### src/rtl/ocmp_pkg.sv
package ocmp_pkg;
  localparam int unsigned BYTE_W = 8;
  typedef logic [BYTE_W-1:0] byte_t;

  // Channel index c (0-based) occupies bit 7-c of the enable and flag bytes.
  function automatic int unsigned chan_bit(input int unsigned c);
    return BYTE_W - 1 - c;
  endfunction
endpackage

### src/rtl/ocmp_chan.sv
module ocmp_chan
  import ocmp_pkg::*;
#(
  parameter int unsigned CMP_W  = 16,
  parameter int unsigned ADDR_W = 4,
  parameter int unsigned BASE   = 0
) (
  input  logic              clk,
  input  logic              rst_n,
  input  logic              bus_wr,
  input  logic [ADDR_W-1:0] bus_addr,
  input  byte_t             bus_wdata,
  input  logic [CMP_W-1:0]  cnt_value,
  input  logic              cnt_step,
  input  logic              enable,
  output logic [CMP_W-1:0]  cmp_value,
  output logic              hit
);
  localparam int unsigned LANES = CMP_W / BYTE_W;

  byte_t lane_q [LANES];
  logic [LANES-1:0] lane_wr;
  logic wr_any;

  // Lane 0 is the most significant byte, at the lowest address.
  for (genvar l = 0; l < LANES; l++) begin : g_lane
    assign lane_wr[l] = bus_wr && (bus_addr == ADDR_W'(BASE + l));
    always_ff @(posedge clk or negedge rst_n) begin
      if (!rst_n) lane_q[l] <= '1;
      else if (lane_wr[l]) lane_q[l] <= bus_wdata;
    end
    assign cmp_value[CMP_W-1-BYTE_W*l -: BYTE_W] = lane_q[l];
  end

  assign wr_any = |lane_wr;
  assign hit    = cnt_step && enable && (cmp_value == cnt_value);

  p_reset_cmp_r1: assert property (@(posedge clk) $rose(rst_n) |-> cmp_value == '1)
    else $error("compare register not all ones after reset");
  p_hold_cmp_r9: assert property (@(posedge clk) disable iff (!rst_n)
    !$past(wr_any) |-> $stable(cmp_value))
    else $error("compare register changed without a write");
endmodule

### src/rtl/ocmp_status.sv
module ocmp_status
  import ocmp_pkg::*;
#(
  parameter int unsigned NUM_CH   = 5,
  parameter int unsigned ADDR_W   = 4,
  parameter int unsigned EN_ADDR  = 10,
  parameter int unsigned FLG_ADDR = 11
) (
  input  logic              clk,
  input  logic              rst_n,
  input  logic              bus_wr,
  input  logic [ADDR_W-1:0] bus_addr,
  input  byte_t             bus_wdata,
  input  logic [NUM_CH-1:0] hit_v,
  output logic [NUM_CH-1:0] en_q,
  output byte_t             en_byte,
  output byte_t             flag_byte,
  output logic              irq
);
  logic [NUM_CH-1:0] flag_q;
  logic [NUM_CH-1:0] clr_v;
  logic [NUM_CH-1:0] wr_en_v;
  logic en_wr, flg_wr;
  logic unused_wbits;

  assign en_wr  = bus_wr && (bus_addr == ADDR_W'(EN_ADDR));
  assign flg_wr = bus_wr && (bus_addr == ADDR_W'(FLG_ADDR));
  assign unused_wbits = ^bus_wdata;

  for (genvar c = 0; c < NUM_CH; c++) begin : g_ch
    assign wr_en_v[c] = bus_wdata[chan_bit(c)];
    assign clr_v[c]   = flg_wr && bus_wdata[chan_bit(c)];
  end

  always_ff @(posedge clk or negedge rst_n) begin
    if (!rst_n) begin
      en_q   <= '0;
      flag_q <= '0;
    end else begin
      if (en_wr) en_q <= wr_en_v;
      flag_q <= (flag_q & ~clr_v) | hit_v;   // new match beats a clear
    end
  end

  always_comb begin
    en_byte   = '0;
    flag_byte = '0;
    for (int c = 0; c < NUM_CH; c++) begin
      en_byte[chan_bit(c)]   = en_q[c];
      flag_byte[chan_bit(c)] = flag_q[c];
    end
  end

  assign irq = |(flag_q & en_q);

  p_flag_from_hit_r3: assert property (@(posedge clk) disable iff (!rst_n)
    ((flag_q & ~$past(flag_q)) & ~$past(hit_v)) == '0)
    else $error("flag rose without a match");
  p_hit_enabled_r4: assert property (@(posedge clk) disable iff (!rst_n)
    (hit_v & ~en_q) == '0)
    else $error("match reported on a disabled channel");
  p_clear_r6: assert property (@(posedge clk) disable iff (!rst_n)
    (flag_q & $past(clr_v & ~hit_v)) == '0)
    else $error("flag survived a write-one clear");
endmodule

### src/rtl/ocmp_unit.sv
module ocmp_unit
  import ocmp_pkg::*;
#(
  parameter int unsigned NUM_CH = 5,
  parameter int unsigned CMP_W  = 16,
  parameter int unsigned ADDR_W = 4
) (
  input  logic              clk,
  input  logic              rst_n,
  input  logic              bus_wr,
  input  logic [ADDR_W-1:0] bus_addr,
  input  logic [7:0]        bus_wdata,
  output logic [7:0]        bus_rdata,
  input  logic [CMP_W-1:0]  cnt_value,
  input  logic              cnt_step,
  output logic              irq
);
  localparam int unsigned LANES    = CMP_W / BYTE_W;
  localparam int unsigned EN_ADDR  = NUM_CH * LANES;
  localparam int unsigned FLG_ADDR = EN_ADDR + 1;

  logic [CMP_W-1:0]  cmp_arr [NUM_CH];
  logic [NUM_CH-1:0] hit_v;
  logic [NUM_CH-1:0] en_q;
  byte_t en_byte, flag_byte;

  for (genvar c = 0; c < NUM_CH; c++) begin : g_chan
    ocmp_chan #(.CMP_W(CMP_W), .ADDR_W(ADDR_W), .BASE(c * LANES)) chan_i (
      .clk(clk), .rst_n(rst_n), .bus_wr(bus_wr), .bus_addr(bus_addr),
      .bus_wdata(bus_wdata), .cnt_value(cnt_value), .cnt_step(cnt_step),
      .enable(en_q[c]), .cmp_value(cmp_arr[c]), .hit(hit_v[c]));
  end

  ocmp_status #(.NUM_CH(NUM_CH), .ADDR_W(ADDR_W),
                .EN_ADDR(EN_ADDR), .FLG_ADDR(FLG_ADDR)) status_i (
    .clk(clk), .rst_n(rst_n), .bus_wr(bus_wr), .bus_addr(bus_addr),
    .bus_wdata(bus_wdata), .hit_v(hit_v), .en_q(en_q),
    .en_byte(en_byte), .flag_byte(flag_byte), .irq(irq));

  always_comb begin
    bus_rdata = '0;
    for (int c = 0; c < NUM_CH; c++)
      for (int l = 0; l < LANES; l++)
        if (bus_addr == ADDR_W'(c * LANES + l))
          bus_rdata = cmp_arr[c][CMP_W-1-BYTE_W*l -: BYTE_W];
    if (bus_addr == ADDR_W'(EN_ADDR))  bus_rdata = en_byte;
    if (bus_addr == ADDR_W'(FLG_ADDR)) bus_rdata = flag_byte;
  end

  p_low_bits_r7: assert property (@(posedge clk) disable iff (!rst_n)
    (bus_addr == ADDR_W'(FLG_ADDR) || bus_addr == ADDR_W'(EN_ADDR))
      |-> bus_rdata[2:0] == 3'b000)
    else $error("reserved status bits read nonzero");
  p_irq_after_hit_r8: assert property (@(posedge clk) disable iff (!rst_n)
    ($past(|hit_v) && !$past(bus_wr && bus_addr == ADDR_W'(EN_ADDR))) |-> irq)
    else $error("irq low after an enabled match");
  p_unmapped_r10: assert property (@(posedge clk) disable iff (!rst_n)
    (bus_addr > ADDR_W'(FLG_ADDR)) |-> bus_rdata == '0)
    else $error("unmapped address read nonzero");
endmodule

### config.mk
export PLATFORM = sky130hd
export DESIGN_NAME = ocmp_unit
export DESIGN_NICKNAME = d
export VERILOG_FILES = /design/src/rtl/ocmp_pkg.sv /design/src/rtl/ocmp_chan.sv /design/src/rtl/ocmp_status.sv /design/src/rtl/ocmp_unit.sv
export SDC_FILE = /design/constraint.sdc
export NUM_CORES = 1
export LEC_CHECK = 0
export ABC_AREA = 1
export BUFFER_PORTS_ARGS = -buffer_cell sky130_fd_sc_hd__buf_2
export CORE_UTILIZATION = 40
export DETAILED_ROUTE_END_ITERATION = 6
export SYNTH_ARGS = -nofsm -noshare
export SYNTH_HDL_FRONTEND = slang
export SYNTH_SLANG_ARGS = --single-unit
### constraint.sdc
create_clock -name clk -period 1.35 [get_ports clk]
set_input_delay 0.27 -clock clk [delete_from_list [all_inputs] [get_ports clk]]
set_output_delay 0.27 -clock clk [all_outputs]
set_load 0.02 [all_outputs]
==> summary.md <==
| Metric | Value |
|---|---|
| Element type at the critical path end | output port |
| Htree depth | 3 |
| Cell area after layout | 7520 µm² |
| Critical path endpoint | bus_rdata[2] |
| Number of antenna violations at the first check in global routing | 0 |
| Register area share after synthesis | 0.450 |
| Initial DRC count | around 590 |
| Worst EP arrival | between 1.5 and 2 ns |
| Via density | 5.44 |
| Core area | around 13000 µm² |
| Met1 capacity usage during global routing | 0.453 |
| Top cell type's share of synthesized area | 0.402 |
| Die Y | roughly 120 µm |
| Clk pwr share | 0.271 |
| Crit path launch | g_chan[1].chan_i.cmp_value[2] |
| Fin cells | slightly above 1000 |
| Post-synthesis cell type count | 35 |
| Port Buffers | 40 |
| Worst flop-to-flop path endpoint | status_i.flag_q[0] |
| Max Clk Rate | a little over 0.5 GHz |
| Yosys Warn Count | 0 |
| Rows | between 40 and 50 |
| CTS tree | done |
| Leak | about 3.4 nW |
| Area after DPL | ~6800 µm² |
| RR Startpoint | g_chan[0].chan_i.cmp_value[6] |
| Worst R2R Setup Slack | -0.12 ns |
| Switching share of power | 0.331 |
| Largest net degree at the start of global routing | 25 |
| Sequential Power Share | 0.429 |
| First-pass DRT Iterations | 5 |
| Seq cells post-synth | 90 |
| Crit path kind | reg2out |
| CP delay by family, top | flip-flops |
| Comb power frac | 0.300 |
| GRT Max-Usage Layer | met2 |
| Internal cell power | 0.00645 W |
| Max_cap viols | 0 |
| Worst VDD drop | roughly 0.00083 V |
| Clock tree buffer depth | 2 |
| Mapped Area | about 5200 µm² |
| Critical Path Stages | 9 |
| Final net count | 891 |
| Synth area leaders | dfstp_2, nand2_1, o21ai_0, dfrtp_1, inv_1 |
| Clk_skew | between 0.005 and 0.006 ns |
| Syn Inst Count | ~700 |
| Crit-path max FO | 2 |
| Routed vias | roughly 5600 |
| Final period util | 1.43 |
| Slew Limit Fails | 0 |
| Top-count cell post-synth | nand2_1 |
| Synth-to-Final Area Change | 43.8% |
| Worst Reg-to-Reg Cells | 8 |
| Clock sinks | 90 |
| Drt total wl | around 21000 µm |
| First-pass GRT wire length | approximately 32000 µm |
| Bufs and invs on worst path | 3 |
| Starting Density | 0.413 |
| Avg WL per Cell | approximately 20 µm |
| Delay of the slowest critical-path stage | between 0.5 and 0.6 ns |
| Post-synth EDFFs | 0 |
| Routed Antenna Nets | 0 |
| RSZ-0062 raised after global routing | true |
| CTS Root Buffer Type | clkbuf_16 |
| Worst hold path class | in2reg |
| Clk pin slew, worst setup/hold paths | 0.06 ns |
| DRC | 0 |
| CP cell instances | inv_2 > o21ai_2 > inv_1 > nand2_1 > nand2_1 > nand4_1 > nor2_2 > nor2_2 > buf_6 |
| Placed cells | between 1000 and 1500 |
| Total CTS buffers | 9 |
| Die width | between 100 and 150 µm |
| # diodes | 0 |
| Startpoint class of the critical path | register |
| Final hold vios | 0 |
| Layout cells sized above 1 | 0.431 |
| Met3 usage | 0.0758 |
| GRT Total Usage | 0.333 |
| Final setup vio count | 13 |
| Failing checks | negative setup slack |
| Syn Nets | 733 |
| Psw | ~0.0032 W |
| Most instantiated cells after synthesis | nand2_1, o21ai_0, dfstp_2 |
| I/O Pins | 41 |
| Die area | around 14000 µm² |
| Critical path required time | between 1 and 1.5 ns |
| Biggest area consumer among synthesized cells | dfstp_2 |
| Congestion Overflow GR | 0 |
| Main flop type after synthesis | dfstp_2 |
| Final min period | 1.93 ns |
| Number of global-route vias before repair | roughly 5500 |
| Synth Area per Inst | 7.46 µm² |
| Relative slew slack | 0.613 |
| Final Worst Setup Slack | -0.584 ns |
| Power per Cell Area | about 1300 nW/µm² |
| GPL Wtd Cong | 1.03 |
| Outcome | finished, violations left |
| Clk_lat worst skew | 0.36 ns |
| Worst-margin pin slew | just under 0.6 ns |
| Async set or reset register ratio after synthesis | 1.00 |
| Grt met2 use | 0.497 |
| Post-DP HPWL | between 15000 and 20000 µm |
| Max stage delay cell, worst path | dfstp_2 |
## through the flow
stage / utilization / setup WS [ns] / hold WS, ns / TNS [ns] / power, W
after floorplan: - / -0.0442 / -0.0256 / -0.137 / 0.00520
after global placement: 0.534 / -0.639 / 0.218 / -14.14 / 0.00659
after detailed placement: 0.534 / -0.669 / 0.225 / -16.45 / 0.00663
after CTS: 0.580 / -0.571 / 0.198 / -4.73 / 0.00950
after global routing: 0.594 / -0.708 / 0.225 / -5.50 / 0.0101
final: 0.594 / -0.584 / 0.202 / -4.63 / 0.00964
## worst min-delay path: cells and delay by family
family | cells | cell delay (ns)
buffers and inverters | 2 | 0.18
AOI/OAI and AO/OA | 1 | 0.09
## routing by layer
| layer | vias to the layer above | part of all wire |
|---|---|---|
| met3 | 56 | 0.093 |
| met4 | 0 | 0.043 |
| met1 | 2676 | 0.43 |
| met2 | 273 | 0.43 |
| li1 | 2629 | - |
| met5 | - | 0 |
## final cells by class
type	count	area (µm²)
inverters	69	289
flip-flops and latches	90	2350
well taps	172	215
multi-input cells	519	2910
fillers	1206	5150
repair buffers	170	1450
clock inverters	6	66.3
clock buffers	10	239
## kinds of logic (layout without fill, tap and decap cells)
kind of cell	after synthesis	count (layout)	share of synthesized area
buffers and inverters	92	255	0.0727
AND/OR/NAND/NOR	336	336	0.266
XOR/XNOR	27	27	0.0452
flip-flops	90	90	0.450
AO/OA/AOI/OAI	156	156	0.167
## power by group through the flow
| stage | clock network, W | logic, W | registers [W] |
|---|---|---|---|
| floorplan | 0 | 0.00122 | 0.00399 |
| global route | 0.00275 | 0.00315 | 0.00419 |
| finish | 0.00261 | 0.00289 | 0.00414 |
| global placement | 0 | 0.00247 | 0.00412 |
| detailed placement | 0 | 0.00252 | 0.00412 |
| CTS | 0.00267 | 0.00273 | 0.00410 |
## state kept, by name (all words and copies together), names as in the netlist
register                 flops
status_i.flag_q              5
status_i.en_q                5
g_chan.chan_i.cmp_value     80
## cell usage in the layout, fill, tap and decap left out, drive strengths merged, types with 2 or more instances in the layout
| cell type | synthesis | final |
|---|---|---|
| a211oi | 5 | 5 |
| nor3 | 8 | 8 |
| a22o | 3 | 3 |
| o22ai | 22 | 22 |
| a21oi | 11 | 11 |
| xnor2 | 5 | 5 |
| clkinv | 1 | 6 |
| nand4 | 15 | 15 |
| o21ai | 105 | 105 |
| o2111ai | 2 | 2 |
| a221oi | 4 | 4 |
| inv | 68 | 68 |
| nor2 | 63 | 63 |
| buf | 12 | 169 |
| nand2 | 219 | 219 |
| nand3 | 27 | 27 |
| xor2 | 22 | 22 |
| dfstp | 80 | 80 |
| clkbuf | 11 | 10 |
| dfrtp | 10 | 10 |
| or2 | 3 | 3 |
## what timing repair did
item	CTS	global route
hold endpoints to repair	4	0
setup buffers	7	3
hold buffers	1	0
setup endpoints to repair	14	16
resized for setup	68	49
pin swaps	41	38
## how the worst min path moves through the flow
stage                 startpoint  depth (start not counted)  slack [ns]                            end
finish              bus_wdata[7]                          3        0.20  g_chan[4].chan_i.cmp_value[7]
global placement           rst_n                          1        0.22             status_i.flag_q[3]
global route        bus_wdata[7]                          3        0.22  g_chan[4].chan_i.cmp_value[7]
detailed placement         rst_n                          1        0.22               status_i.en_q[3]
CTS                 bus_wdata[7]                          3        0.20  g_chan[4].chan_i.cmp_value[7]
floorplan                  rst_n                          0       -0.03               status_i.en_q[0]
(Power assumes the default switching activity.)
